File: src/rtl/pgate_pkg.sv
package pgate_pkg;

  typedef enum logic [2:0] {
    PS_SLEEP = 3'd0,
    PS_RAMP  = 3'd1,
    PS_RUN   = 3'd2,
    PS_HALT  = 3'd3,
    PS_DRAIN = 3'd4
  } pwrState_t;

  // strobes from the sequencer to the datapath
  typedef struct packed {
    logic gateOn;
    logic gateOff;
    logic fetchOn;
    logic fetchOff;
    logic cntClr;
    logic errSet;
    logic errClr;
    logic pendSet;
    logic pendClr;
  } seqStrobe_t;

endpackage

File: src/rtl/pgate_sync.sv
module pgate_sync #(
  parameter int W      = 1,
  parameter int STAGES = 2
) (
  input  logic         clk,
  input  logic         rstN,
  input  logic [W-1:0] din,
  output logic [W-1:0] dout
);

  logic [W-1:0] pipe [STAGES];

  always_ff @(posedge clk or negedge rstN) begin
    if (!rstN) begin
      for (int i = 0; i < STAGES; i++) pipe[i] <= '0;
    end else begin
      pipe[0] <= din;
      for (int i = 1; i < STAGES; i++) pipe[i] <= pipe[i-1];
    end
  end

  assign dout = pipe[STAGES-1];

endmodule

File: src/rtl/pgate_ctrl.sv
module pgate_ctrl
  import pgate_pkg::*;
(
  input  logic       clk,
  input  logic       rstN,
  input  logic       wakeReq,
  input  logic       pending,
  input  logic       ackAll,
  input  logic       ackNone,
  input  logic       eocSeen,
  input  logic       tmoHit,
  output seqStrobe_t stb
);

  pwrState_t state, stateNxt;

  always_ff @(posedge clk or negedge rstN) begin
    if (!rstN) state <= PS_SLEEP;
    else       state <= stateNxt;
  end

  always_comb begin
    stateNxt = state;
    stb      = '0;
    unique case (state)
      PS_SLEEP: begin
        if (wakeReq || pending) begin
          stateNxt    = PS_RAMP;
          stb.gateOn  = 1'b1;
          stb.cntClr  = 1'b1;
          stb.errClr  = 1'b1;
          stb.pendClr = 1'b1;
        end
      end
      PS_RAMP: begin
        if (ackAll) begin
          stateNxt    = PS_RUN;
          stb.fetchOn = 1'b1;
        end else if (tmoHit) begin
          stateNxt    = PS_DRAIN;
          stb.gateOff = 1'b1;
          stb.cntClr  = 1'b1;
          stb.errSet  = 1'b1;
        end
      end
      PS_RUN: begin
        if (eocSeen) begin
          stateNxt     = PS_HALT;
          stb.fetchOff = 1'b1;
        end
      end
      PS_HALT: begin
        stateNxt    = PS_DRAIN;
        stb.gateOff = 1'b1;
        stb.cntClr  = 1'b1;
      end
      PS_DRAIN: begin
        if (ackNone) begin
          stateNxt = PS_SLEEP;
        end else if (tmoHit) begin
          stateNxt   = PS_SLEEP;
          stb.errSet = 1'b1;
        end
      end
      default: stateNxt = PS_SLEEP;
    endcase
    if (wakeReq && (state != PS_SLEEP)) stb.pendSet = 1'b1;
  end

endmodule

File: src/rtl/pgate_dp.sv
module pgate_dp
  import pgate_pkg::*;
#(
  parameter int NDOM  = 2,
  parameter int CNT_W = 16
) (
  input  logic             clk,
  input  logic             rstN,
  input  seqStrobe_t       stb,
  input  logic [CNT_W-1:0] ackLimit,
  output logic [NDOM-1:0]  gateEn,
  output logic             fetchEn,
  output logic             gateErr,
  output logic             pending,
  output logic             tmoHit
);

  localparam logic [CNT_W-1:0] CNT_MAX = {CNT_W{1'b1}};

  logic [CNT_W-1:0] waitCnt;

  for (genvar d = 0; d < NDOM; d++) begin : g_dom
    always_ff @(posedge clk or negedge rstN) begin
      if (!rstN)           gateEn[d] <= 1'b0;
      else if (stb.gateOn) gateEn[d] <= 1'b1;
      else if (stb.gateOff) gateEn[d] <= 1'b0;
    end
  end

  always_ff @(posedge clk or negedge rstN) begin
    if (!rstN)             fetchEn <= 1'b0;
    else if (stb.fetchOn)  fetchEn <= 1'b1;
    else if (stb.fetchOff) fetchEn <= 1'b0;
  end

  always_ff @(posedge clk or negedge rstN) begin
    if (!rstN)            waitCnt <= '0;
    else if (stb.cntClr)  waitCnt <= '0;
    else if (waitCnt != CNT_MAX) waitCnt <= waitCnt + 1'b1;
  end

  assign tmoHit = (waitCnt >= ackLimit);

  always_ff @(posedge clk or negedge rstN) begin
    if (!rstN)           gateErr <= 1'b0;
    else if (stb.errClr) gateErr <= 1'b0;
    else if (stb.errSet) gateErr <= 1'b1;
  end

  always_ff @(posedge clk or negedge rstN) begin
    if (!rstN)            pending <= 1'b0;
    else if (stb.pendSet) pending <= 1'b1;
    else if (stb.pendClr) pending <= 1'b0;
  end

endmodule

File: src/rtl/pgate_seq.sv
module pgate_seq
  import pgate_pkg::*;
#(
  parameter int NDOM        = 2,
  parameter int CNT_W       = 16,
  parameter int SYNC_STAGES = 2
) (
  input  logic             clk,
  input  logic             rstN,
  input  logic             wakeReq,
  input  logic [CNT_W-1:0] ackLimit,
  input  logic [NDOM-1:0]  gateAck,
  input  logic             eocIn,
  output logic [NDOM-1:0]  gateEn,
  output logic             fetchEn,
  output logic             retainPwrEn,
  output logic             gateErr
);

  localparam int SW = NDOM + 1;

  logic [SW-1:0] syncIn, syncOut;
  logic [NDOM-1:0] ackSync;
  logic eocSync, pending, tmoHit;
  seqStrobe_t stb;

  assign syncIn  = {eocIn, gateAck};
  assign ackSync = syncOut[NDOM-1:0];
  assign eocSync = syncOut[NDOM];

  pgate_sync #(.W(SW), .STAGES(SYNC_STAGES)) u_sync (
    .clk(clk), .rstN(rstN), .din(syncIn), .dout(syncOut)
  );

  pgate_ctrl u_ctrl (
    .clk(clk), .rstN(rstN), .wakeReq(wakeReq), .pending(pending),
    .ackAll(&ackSync), .ackNone(~|ackSync), .eocSeen(eocSync),
    .tmoHit(tmoHit), .stb(stb)
  );

  pgate_dp #(.NDOM(NDOM), .CNT_W(CNT_W)) u_dp (
    .clk(clk), .rstN(rstN), .stb(stb), .ackLimit(ackLimit),
    .gateEn(gateEn), .fetchEn(fetchEn), .gateErr(gateErr),
    .pending(pending), .tmoHit(tmoHit)
  );

  assign retainPwrEn = 1'b1;

endmodule

File: config.mk
export PLATFORM = sky130hd
export DESIGN_NAME = pgate_seq
export DESIGN_NICKNAME = d
export VERILOG_FILES = /design/src/rtl/pgate_pkg.sv /design/src/rtl/pgate_sync.sv /design/src/rtl/pgate_ctrl.sv /design/src/rtl/pgate_dp.sv /design/src/rtl/pgate_seq.sv
export SDC_FILE = /design/constraint.sdc
export NUM_CORES = 1
export LEC_CHECK = 0
export ABC_AREA = 1
export BUFFER_PORTS_ARGS = -buffer_cell sky130_fd_sc_hd__buf_2
export CELL_PAD_IN_SITES_DETAIL_PLACEMENT = 1
export CELL_PAD_IN_SITES_GLOBAL_PLACEMENT = 1
export CORE_MARGIN = 2
export CORE_UTILIZATION = 45
export CTS_CLUSTER_DIAMETER = 40
export DETAILED_ROUTE_END_ITERATION = 8
export PLACE_DENSITY = 0.95
export SLEW_MARGIN = 20
export SYNTH_ARGS = -nofsm -noshare
export SYNTH_HDL_FRONTEND = slang
export SYNTH_HIERARCHICAL = 1
export SYNTH_SLANG_ARGS = --single-unit
File: constraint.sdc
create_clock -name clk -period 4.1 [get_ports clk]
set_input_delay 0.82 -clock clk [delete_from_list [all_inputs] [get_ports clk]]
set_output_delay 0.82 -clock clk [all_outputs]
set_load 0.05 [all_outputs]
==> results of run 1 <==
==> routing by layer <==
| metal | global-route usage, % | up-vias | part of all wire (%) |
|---|---|---|---|
| met5 | 0 | - | 0 |
| met4 | 11.3 | 0 | 3.1 |
| met3 | 4.18 | 14 | 3.3 |
| met2 | 39.4 | 37 | 51 |
| met1 | 26.5 | 862 | 43 |
| li1 | - | 894 | - |
==> state kept, by name (all words and copies together), names as in the netlist <==
register / count
u_ctrl/state: 3
u_dp/waitCnt: 16
u_dp/fetchEn: 1
u_dp/pending: 1
u_dp/gateErr: 1
u_sync/dout: 3
u_sync/pipe: 3
u_dp/gateEn: 1
==> layout make-up <==
| class | instances | area, sq um |
|---|---|---|
| clock buffers | 7 | 86.3 |
| clock inverters | 1 | 30.0 |
| fillers | 559 | 2070 |
| inverters | 41 | 156 |
| multi-input cells | 189 | 1030 |
| flip-flops and latches | 29 | 726 |
| well taps | 52 | 65.1 |
| repair buffers | 26 | 133 |
==> placed cells by master, fill, tap and decap left out <==
master and count:
nand3_2 1, o21ai_0 2, o21ai_1 2, buf_4 1
nand2_2 2, nor3_4 1, nor2_1 29, nand3_4 1
nor3_1 1, nand3_1 27, o21bai_1 7, inv_4 1
nand2_1 71, inv_2 2, o21a_1 1, a21boi_0 1
clkinv_1 1, dfrtp_1 29, nor2_2 3, a21oi_1 6
and2_1 1, ha_1 17, nand4_1 8, buf_2 25
conb_1 1, o31ai_2 1, clkbuf_1 1, inv_1 37
or2_2 6, clkbuf_8 6, bufinv_16 1
==> worst max-delay path: stages <==
cell and delay, ns:
buf_2 0.08, inv_1 0.04, ha_1 0.29, nand2_1 0.09, inv_1 0.11, o21bai_1 0.08
a21oi_1 0.14, nor2_1 0.05, nand2_1 0.11, inv_1 0.08, nor2_1 0.14, o21ai_0 0.15
o21ai_1 0.12, clkinv_1 0.41, nand3_4 0.37, nand2_1 0.09
==> power by group through the flow <==
stage	logic [mW]	clock network, mW	registers (mW)
global placement	0.333	0	0.381
floorplan	0.251	0	0.397
detailed placement	0.350	0	0.384
CTS	0.363	0.311	0.380
finish	0.359	0.306	0.380
global route	0.408	0.325	0.388
==> path summary, 6_finish.rpt <==
| kind | startpoint | to | slack [ns] |
|---|---|---|---|
| max | ackLimit[9] | u_dp/waitCnt[3] | 1.06 |
| min | u_sync/pipe[5] | u_sync/dout[2] | 0.35 |
| max reg2reg | u_dp/waitCnt[9] | u_dp/waitCnt[3] | 1.24 |
| min reg2reg | u_sync/pipe[5] | u_sync/dout[2] | 0.35 |
| max in group asynchronous | rstN | u_sync/pipe[4] | 3.09 |
| min in group asynchronous | rstN | u_dp/gateEn[1] | 0.56 |
==> kinds of logic after synthesis <==
kind of cell               synth area share, %
and+or+nand+nor                           34.6
buffers and inverters                     11.3
DFF                                       36.6
AOI/OAI and AO/OA                         6.57
adders and majority gates                 10.7
other                                    0.189
==> stage by stage <==
step	hold WS [ns]	total power [mW]	setup slack [ns]	utilization, %
2_1_floorplan	0.331	0.648	1.42	-
3_3_place_gp	0.333	0.714	0.970	49.2
3_5_place_dp	0.336	0.734	0.792	49.2
4_1_cts	0.350	1.05	1.07	51.9
5_1_grt	0.360	1.12	0.820	51.9
6_report	0.348	1.05	1.06	51.9
==> results.rst, run 1 <==
.. list-table::
   :header-rows: 1

   * - Metric
     - Value
   * - Net switching power figure
     - 0.403 mW
   * - CTS Root Buffer Type
     - clkbuf_8
   * - Top-level I/O count
     - 27
   * - Fraction of power consumed by sequential logic
     - 36.3%
   * - Post-layout instance count excluding filler cells
     - 345
   * - P&R area growth vs syn
     - 12.4%
   * - IO Port Bufs
     - 25
   * - Leakage power total
     - 1.29 nW
   * - Violation count after the first detailed-route iteration
     - 60
   * - Number of diodes added for antenna fixing
     - 0
   * - Cells on worst reg2reg path
     - 14
   * - Dominant synthesized flop cell
     - dfrtp_1
   * - Setup Viol. Count Final
     - 0
   * - Final instance area
     - 2230 sq um
   * - Fraction of post-synthesis cell area in the top cell type by area
     - 36.6%
   * - Number of hold-repair buffers added at the cts stage
     - 0
   * - First-pass GRT wire length
     - 8.73 mm
   * - Slew Limit Headroom
     - 55.6%
   * - Synthesized Nets
     - 307
   * - Mapped Avg Cell Area
     - 7.39 sq um
   * - Final period util
     - 74.2%
   * - Sequential area share after synthesis
     - 36.6%
   * - Placer congestion estimate
     - 0.842
   * - Switching share of power
     - 38.5%
   * - Clock Tree Buf Depth
     - 2
   * - Yosys top cell by area
     - dfrtp_1
   * - Most common cell in the synthesized netlist
     - nand2_1
   * - Post-synth top cells
     - nand2_1, inv_1, dfrtp_1, nor2_1, nand3_1
   * - Number of warnings printed during yosys synthesis
     - 6
   * - Nature of the critical path endpoint
     - flip-flop
   * - Area of the mapped netlist
     - 1980 sq um
   * - Overflow left after global routing
     - 0
   * - Number of CTS-inserted buffers
     - 5
   * - Total negative setup slack
     - 0 ns
   * - Post-Place Cells
     - 337
   * - Internal power
     - 0.643 mW
   * - Clock Sink Count
     - 29
   * - Maximum resistive drop on vdd
     - 0.231 mV
   * - Worst-path maximum fanout
     - 14
   * - Initial antenna violation count
     - 0
   * - Std cell rows
     - 24
   * - Clock edge transition at the registers on the reported setup and hold paths
     - 0.06 ns
   * - Data required time of the critical path
     - 4.25 ns
   * - Areal power density over the cells
     - 469 nW/um^2
   * - Critical path data arrival time
     - 3.19 ns
   * - RSZ-0062 raised after global routing
     - false
   * - Final #Nets
     - 331
   * - Hpwl dp
     - 3.70 mm
   * - Worst-case clock skew
     - 0.0124 ns
   * - Die Area
     - 4950 sq um
   * - Crit path kind
     - in -> reg
   * - Remaining antenna violation count after routing
     - 0
   * - Clock tree from TritonCTS
     - done
   * - Vias after detailed routing
     - 1807
   * - Crit start category
     - input pin
   * - Number of distinct standard cells referenced by the synthesized netlist
     - 29
   * - HP Class
     - reg -> reg
   * - Max capacitance violation total
     - 0
   * - Proportion of layout cells with a drive suffix above 1
     - 17.4%
   * - Global router's overall resource usage
     - 22.7%
   * - Final hold violation count
     - 0
   * - Initial cell density of the core
     - 46.1%
   * - Outcome
     - completed
   * - Die Width
     - 70.3 microns
   * - Number of vias per cell
     - 5.24
   * - Via count of the first global-routing pass
     - 1984
   * - Wire length after detailed routing
     - 5.03 mm
   * - Asr flop ratio synth
     - 100%
   * - Detailed-routing iteration count for the pre-antenna-repair pass
     - 4
   * - Post-CTS sizing
     - 0
   * - Achievable Freq
     - 0.329 GHz
   * - Cells taking the most area after synthesis
     - dfrtp_1, nand2_1, ha_1, inv_1, nand3_1
   * - Number of setup buffers added after CTS
     - 0
   * - Worst slew pin tran
     - 0.667 ns
   * - Post-route DRC violation count
     - 0
   * - Routed wirelength normalized by instance count
     - 14.6 microns
   * - Time the worst path needs with I/O delays and setup
     - 3.04 ns
   * - Part of the total power dissipated in combinational logic
     - 34.4%
   * - Hold Path Depth
     - 0
   * - Max-slew violation total from the final report
     - 0
   * - Instance area after placement
     - 2110 sq um
   * - Maximum level of the CTS H-tree
     - 2
   * - EDFF count, synth
     - 0
   * - Height of the chip
     - 70.3 microns
   * - Count of mapped cells out of synthesis
     - 268
   * - Largest net degree at the start of global routing
     - 30
   * - Core box area
     - 4290 sq um
   * - Synthesized flop and latch total
     - 29
   * - Part of the total power dissipated in the clock network
     - 29.3%
   * - Worst-skew pair later-pin latency
     - 0.28 ns
Power figures use the tool's default switching activity.
==> run 2: changes to the inputs <==
--- a/config.mk
+++ b/config.mk
@@ -5,15 +5,15 @@
 export SDC_FILE = /design/constraint.sdc
 export NUM_CORES = 1
 export LEC_CHECK = 0
-export ABC_AREA = 1
+export ABC_AREA = 0
 export BUFFER_PORTS_ARGS = -buffer_cell sky130_fd_sc_hd__buf_2
 export CELL_PAD_IN_SITES_DETAIL_PLACEMENT = 1
 export CELL_PAD_IN_SITES_GLOBAL_PLACEMENT = 1
 export CORE_MARGIN = 2
-export CORE_UTILIZATION = 45
+export CORE_UTILIZATION = 39
 export CTS_CLUSTER_DIAMETER = 40
 export DETAILED_ROUTE_END_ITERATION = 8
-export PLACE_DENSITY = 0.95
+export PLACE_DENSITY = 0.85
 export SLEW_MARGIN = 20
 export SYNTH_ARGS = -nofsm -noshare
 export SYNTH_HDL_FRONTEND = slang
==> constraint.sdc (replaced) <==
create_clock -name clk -period 2.45 [get_ports clk]
set_input_delay 0.49 -clock clk [delete_from_list [all_inputs] [get_ports clk]]
set_output_delay 0.49 -clock clk [all_outputs]
set_load 0.05 [all_outputs]
==> run 2 against run 1 <==
The run now ends with setup timing left. Clock skew is 0.0050 ns lower. Setup slack got worse by 1.1 ns. Design area increased by 9.9%. Non-clock buffer count up 30. Register-to-register slack got worse by 1.3 ns. Synthesized area fell by 6.7%. Global-route usage decreased by 0.59 points. Clock power increased by 67%. Worst hold slack lost 0.11 ns. Critical path depth down 4. Count of clock-buffer cells in the layout unchanged. Utilization up 1.0 points. Critical path type is now reg -> reg. Critical endpoint is now u_dp/waitCnt[11].
==> results.rst, run 2 <==
.. list-table::
   :header-rows: 1

   * - Metric
     - Value
   * - Final-layout fill cell count
     - 550
   * - Die Area
     - 5300 sq um
   * - Crit start category
     - flip-flop
   * - Flip-flop count of the largest register after layout
     - 16
   * - Reg with most FFs
     - u_dp/waitCnt
   * - Number of vias per cell
     - 5.42
   * - HP Class
     - in -> async
   * - Worst slew pin tran
     - 0.667 ns
   * - Slack of the worst reg-to-reg path
     - -0.07 ns
   * - Sequential area share after synthesis
     - 39.3%
   * - Synthesized flop and latch total
     - 29
   * - Initial cell density of the core
     - 39.9%
   * - Hpwl dp
     - 3.61 mm
   * - Initial antenna violation count
     - 0
   * - Leakage power total
     - 1.19 nW
   * - Global router's overall resource usage
     - 22.1%
   * - Failing checks
     - setup timing
   * - First-pass GRT wire length
     - 8.79 mm
   * - Worst-path maximum fanout
     - 5
   * - Dominant synthesized flop cell
     - dfrtp_1
   * - Dominant combinational cell family by area after synthesis
     - simple AND/OR/NAND/NOR gates
   * - CTS Root Buffer Type
     - clkbuf_8
   * - Vias after detailed routing
     - 1664
   * - IO Port Bufs
     - 25
   * - Mapped Avg Cell Area
     - 9.29 sq um
   * - Core box area
     - 4630 sq um
   * - Count of mapped cells out of synthesis
     - 199
   * - Areal power density over the cells
     - 841 nW/um^2
   * - Cells on worst reg2reg path
     - 12
   * - Achievable Freq
     - 0.397 GHz
   * - Area of the multi-input gates
     - 1080 sq um
   * - Post-route DRC violation count
     - 0
   * - Clock tree from TritonCTS
     - done
   * - Final instance area
     - 2450 sq um
   * - Synthesized Nets
     - 238
   * - Clock Tree Buf Depth
     - 2
   * - Critical path data arrival time
     - 2.67 ns
   * - Post-layout utilization of the core
     - 52.9%
   * - Overflow left after global routing
     - 0
   * - Nature of the critical path endpoint
     - flip-flop
   * - Final hold violation count
     - 0
   * - Slew Limit Headroom
     - 55.5%
   * - Placer congestion estimate
     - 0.856
   * - P&R area growth vs syn
     - 32.5%
   * - Maximum resistive drop on vdd
     - 0.364 mV
   * - EDFF count, synth
     - 0
   * - Setup Viol. Count Final
     - 3
   * - Most common cell after layout, fill and taps aside
     - buf_4
   * - Height of the chip
     - 72.8 microns
   * - Yosys top cell by area
     - dfrtp_1
   * - Largest net degree at the start of global routing
     - 30
   * - Die Width
     - 72.8 microns
   * - Max capacitance violation total
     - 0
   * - Proportion of layout cells with a drive suffix above 1
     - 37.5%
   * - Worst-case clock skew
     - 0.00741 ns
   * - Area share of xor/xnor cells in the synthesized design
     - 3.32%
   * - Final period util
     - 103%
   * - Highest-count cells in the layout ignoring fill and taps
     - buf_4, dfrtp_1, buf_2, inv_1, nor2_1
   * - Clock edge transition at the registers on the reported setup and hold paths
     - 0.07 ns
   * - Share of the synthesized area in compound gates (AO/OA/AOI/OAI)
     - 12.7%
   * - Data required time of the critical path
     - 2.60 ns
   * - Crit path kind
     - reg -> reg
   * - Area of the mapped netlist
     - 1850 sq um
   * - Routed wirelength normalized by instance count
     - 16.8 microns
   * - Clock Sink Count
     - 29
   * - Via count of the first global-routing pass
     - 1856
   * - Detailed-routing iteration count for the pre-antenna-repair pass
     - 4
   * - Worst-skew pair later-pin latency
     - 0.28 ns
   * - Maximum level of the CTS H-tree
     - 2
   * - Instance area after placement
     - 2240 sq um
   * - Cells taking the most area after synthesis
     - dfrtp_1, ha_1, inv_1, a21oi_1, buf_4
   * - Wire length after detailed routing
     - 5.16 mm
   * - Design Power
     - 2.06 mW
   * - Number of warnings printed during yosys synthesis
     - 6
   * - Std cell rows
     - 25
   * - Post-route worst setup slack
     - -0.0664 ns
   * - Number of CTS-inserted buffers
     - 5
   * - Post-synth top cells
     - dfrtp_1, inv_1, ha_1
   * - Fraction of post-synthesis cell area in the top cell type by area
     - 39.3%
   * - Final #Nets
     - 291
   * - Post-synthesis mux area share
     - 2.17%
   * - RSZ-0062 raised after global routing
     - true
   * - Pre-CTS worst setup slack
     - -0.506 ns
   * - Remaining antenna violation count after routing
     - 0
   * - Most common cell in the synthesized netlist
     - dfrtp_1
   * - Sequential standard cell area
     - 727 sq um
   * - Number of distinct standard cells referenced by the synthesized netlist
     - 46
   * - Asr flop ratio synth
     - 100%
   * - Max-slew violation total from the final report
     - 0
   * - Synth Area in Adders
     - 11.5%
   * - Time the worst path needs with I/O delays and setup
     - 2.52 ns
   * - Outcome
     - complete, but fails checks
   * - Top-level I/O count
     - 27
   * - Number of diodes added for antenna fixing
     - 0
   * - Violation count after the first detailed-route iteration
     - 76
   * - Area fraction in and, or, nand and nor cells after synthesis
     - 22.3%
==> run 2: cell families after synthesis <==
| kind of cell | count (synthesis) |
|---|---|
| and+or+nand+nor | 72 |
| AOI/OAI and AO/OA | 36 |
| buffers and inverters | 33 |
| DFF | 29 |
| adders and majority gates | 17 |
| xor gates and xnor gates | 7 |
| muxes | 4 |
| other | 1 |
==> run 2: worst paths after layout <==
check	start	end
worst max-delay path	u_dp/waitCnt[15]	u_dp/waitCnt[11]
worst min-delay path	rstN	u_sync/dout[2]
worst max register to register	u_dp/waitCnt[15]	u_dp/waitCnt[11]
worst min register to register	u_sync/pipe[3]	u_sync/dout[0]
max in group asynchronous	rstN	u_dp/waitCnt[14]
min in group clk	gateAck[1]	u_sync/pipe[4]
==> run 2: what timing repair did <==
item	in CTS	in global routing
setup endpoints to repair	16	14
pin swaps	6	2
gates resized for setup	10	3
hold buffers	0	0
buffers inserted	7	1
==> run 2: critical path: stages (launching register included) <==
cell      delay (ns)
dfrtp_1         0.43
ha_4            0.29
nand4_1         0.12
nand3b_1        0.19
or4_4           0.41
o211ai_1        0.12
nand2b_1        0.10
a21oi_2         0.16
or2_4           0.17
buf_6           0.11
nor2_1          0.04
mux2i_1         0.14
nand2_1         0.10
==> run 2: routing by layer <==
layer	track usage, %	up-vias	share of wire, %
met5	0	-	0
met4	10.9	0	4.4
met3	5.11	21	5.0
met2	38.1	45	49
met1	25.6	807	41
li1	-	791	-
==> run 2: stage by stage <==
stage,hold slack [ns],setup TNS (ns),instances
floorplan,0.194,-0.0430,199
global placement,0.334,-3.39,294
detailed placement,0.346,-5.38,294
CTS,0.254,-0.0932,308
global route,0.292,-1.44,307
finish,0.237,-0.111,307
==> run 2: cell type report <==
cell class | count | area share (%)
Timing Repair Buffer | 56 | 14.8
Clock buffer | 7 | 3.53
Multi-Input combinational cell | 137 | 44.2
Tap cell | 54 | 2.76
Clock inverter | 1 | 1.23
Sequential cell | 29 | 29.7
Inverter | 23 | 3.83
==> run 2: where the power goes <==
group	internal, mW	switching, mW
clock network	0.331	0.180
logic	0.410	0.495
registers	0.560	0.0831
==> run 3: changes to the inputs <==
--- a/config.mk
+++ b/config.mk
@@ -10,10 +10,10 @@
 export CELL_PAD_IN_SITES_DETAIL_PLACEMENT = 1
 export CELL_PAD_IN_SITES_GLOBAL_PLACEMENT = 1
 export CORE_MARGIN = 2
-export CORE_UTILIZATION = 39
+export CORE_UTILIZATION = 43
 export CTS_CLUSTER_DIAMETER = 40
 export DETAILED_ROUTE_END_ITERATION = 8
-export PLACE_DENSITY = 0.85
+export PLACE_DENSITY_LB_ADDON = 0.1
 export SLEW_MARGIN = 20
 export SYNTH_ARGS = -nofsm -noshare
 export SYNTH_HDL_FRONTEND = slang
==> constraint.sdc (replaced) <==
create_clock -name clk -period 2.5 [get_ports clk]
set_input_delay 0.5 -clock clk [delete_from_list [all_inputs] [get_ports clk]]
set_output_delay 0.5 -clock clk [all_outputs]
set_load 0.05 [all_outputs]
==> run 3 against run 2 <==
The run still ends with setup timing left. Setup slack worse by 0.060 ns. Critical path depth up 1. Cell count up 1.6%. Clock skew up 0.0024 ns. First-iteration DRC count up 25%. Global-route usage up 1.3 points. Die area down 8.8%. Count of clock-buffer cells in the layout down 1. Sequential power down 1%. Worst hold slack better by 0.0063 ns. Largest power group unchanged. Highest routed layer unchanged.
==> results.rst, run 3 (synthesis gave the netlist of run 2 again) <==
.. list-table::
   :header-rows: 1

   * - Metric
     - Value
   * - RSZ-0062 raised after global routing
     - true
   * - Worst-case clock skew
     - 0.00981 ns
   * - Slowest Stage Delay on Critical Path
     - 0.43 ns
   * - Most common cell after layout, fill and taps aside
     - buf_4
   * - Overflow left after global routing
     - 0
   * - Highest-count cells in the layout ignoring fill and taps
     - buf_4, dfrtp_1, buf_2, inv_1
   * - Worst slew pin tran
     - 0.731 ns
   * - Top-level I/O count
     - 27
   * - Max capacitance violation total
     - 0
   * - Maximum level of the CTS H-tree
     - 2
   * - Cells along the critical path
     - ha_4, and4_1, nand3b_1, or4_1, o211ai_1, nand2b_1, a21oi_2, or2_1, buf_6, buf_4, nor2_1, mux2i_1, nand2_1
   * - Maximum resistive drop on vdd
     - 0.577 mV
   * - Die Width
     - 69.6 microns
   * - Setup Viol. Count Final
     - 5
   * - Family of cells with the greatest summed delay on the critical path
     - simple AND/OR/NAND/NOR gates
   * - Post-route worst setup slack
     - -0.127 ns
   * - Final-layout fill cell count
     - 450
   * - Initial cell density of the core
     - 45.5%
   * - Data required time of the critical path
     - 2.66 ns
   * - Failing checks
     - setup timing
   * - Wire length after detailed routing
     - 5.63 mm
   * - Post-route DRC violation count
     - 0
   * - Initial antenna violation count
     - 0
   * - First-pass GRT wire length
     - 8.89 mm
   * - Largest net degree at the start of global routing
     - 30
   * - Worst-skew pair later-pin latency
     - 0.28 ns
   * - Violation count after the first detailed-route iteration
     - 95
   * - Vias after detailed routing
     - 1703
   * - Number of diodes added for antenna fixing
     - 0
   * - Hpwl dp
     - 3.87 mm
   * - Crit start category
     - flip-flop
   * - Slowest library cell on the worst path
     - dfrtp_1
   * - Slew Limit Headroom
     - 50.8%
   * - Nature of the critical path endpoint
     - flip-flop
   * - Total negative setup slack
     - -0.358 ns
   * - Std cell rows
     - 23
   * - Achievable Freq
     - 0.381 GHz
   * - Areal power density over the cells
     - 837 nW/um^2
   * - Die Area
     - 4840 sq um
   * - Post-route worst hold slack
     - 0.243 ns
   * - HP Class
     - in -> async
   * - Detailed-routing iteration count for the pre-antenna-repair pass
     - 4
   * - Reg with most FFs
     - u_dp/waitCnt
   * - Clock Sink Count
     - 29
   * - Max-slew violation total from the final report
     - 0
   * - Critical path data arrival time
     - 2.79 ns
   * - Placer congestion estimate
     - 0.871
   * - CTS Root Buffer Type
     - clkbuf_8
   * - Clock edge transition at the registers on the reported setup and hold paths
     - 0.07 ns
   * - IO Port Bufs
     - 25
   * - Final period util
     - 105%
   * - Proportion of layout cells with a drive suffix above 1
     - 38.9%
   * - Routed wirelength normalized by instance count
     - 18.0 microns
   * - Number of CTS-inserted buffers
     - 5
   * - Outcome
     - complete, but fails checks
   * - Global router's overall resource usage
     - 23.4%
   * - P&R area growth vs syn
     - 36.0%
   * - Leakage power total
     - 1.24 nW
   * - Core box area
     - 4060 sq um
   * - Clock Tree Buf Depth
     - 2
   * - Via count of the first global-routing pass
     - 1884
   * - Crit path kind
     - reg -> reg
   * - Final hold violation count
     - 0
   * - Remaining antenna violation count after routing
     - 0
   * - Number of vias per cell
     - 5.46
   * - Flip-flop count of the largest register after layout
     - 16
   * - Worst-path maximum fanout
     - 5
   * - Height of the chip
     - 69.6 microns
   * - Clock tree from TritonCTS
     - done
   * - Time the worst path needs with I/O delays and setup
     - 2.63 ns
   * - Buffers and inverters on the worst path
     - 2
   * - Final #Nets
     - 300
==> run 3: worst register-to-register path, cell delays in order, from the launching register on <==
cell and delay [ns]:
dfrtp_1 0.43, ha_4 0.29, and4_1 0.21, nand3b_1 0.08, or4_1 0.40, o211ai_1 0.19, nand2b_1 0.13, a21oi_2 0.16
or2_1 0.14, buf_6 0.11, buf_4 0.11, nor2_1 0.04, mux2i_1 0.12, nand2_1 0.07
==> run 3: layout make-up <==
class	count	area, sq um	share of cell area (%)
clock buffers	6	82.6	3.29
clock inverters	2	37.5	1.49
inverters	23	86.3	3.43
multi-input cells	137	1090	43.4
flip-flops and latches	29	727	28.9
well taps	50	62.6	2.49
repair buffers	65	427	17.0
==> run 3: timing repair <==
action,4_1_cts,5_1_grt
hold buffers,0,0
gates resized for setup,10,11
buffers inserted,13,6
cloned,1,0
pin swaps,7,10
endpoints found under the setup margin,16,20
==> run 3: power by group <==
| group | leakage (nW) | internal (mW) | total (mW) | switching, mW |
|---|---|---|---|---|
| Combinational | 0.814 | 0.445 | 0.957 | 0.513 |
| Sequential | 0.371 | 0.549 | 0.636 | 0.0877 |
| Clock | 0.0574 | 0.324 | 0.510 | 0.186 |
==> run 3: routing by layer <==
metal / vias up / wire [microns] / track usage [%]
li1: 810 / - / -
met1: 840 / 2330 / 25.5
met2: 41 / 3020 / 46.4
met3: 12 / 183 / 3.92
met4: 0 / 91 / 5.45
met5: - / 0 / 0
==> run 3: path summary, 6_finish.rpt <==
path / startpoint / endpoint / slack, ns / depth (start not counted)
max reg2reg: u_dp/waitCnt[5] / u_dp/waitCnt[13] / -0.13 / 13
min reg2reg: u_sync/pipe[5] / u_sync/dout[2] / 0.36 / 0
max in group asynchronous: rstN / u_dp/waitCnt[15] / 1.77 / 1
min in group clk: gateAck[0] / u_sync/pipe[3] / 0.32 / 1
max: u_dp/waitCnt[5] / u_dp/waitCnt[13] / -0.13 / 13
min: rstN / u_dp/waitCnt[1] / 0.24 / 1
==> run 3: metrics by stage <==
step | worst slack [ns] | area, sq um | utilization, % | power, mW | cells
after global routing | -0.222 | 2510 | 61.9 | 2.23 | 312
after detailed placement | -0.641 | 2180 | 53.7 | 1.37 | 289
after global placement | -0.521 | 2180 | 53.7 | 1.30 | 289
after CTS | -0.0439 | 2450 | 60.4 | 2.05 | 311
after floorplan | 0.00131 | 1900 | - | 1.15 | 199
final | -0.127 | 2510 | 61.9 | 2.10 | 312
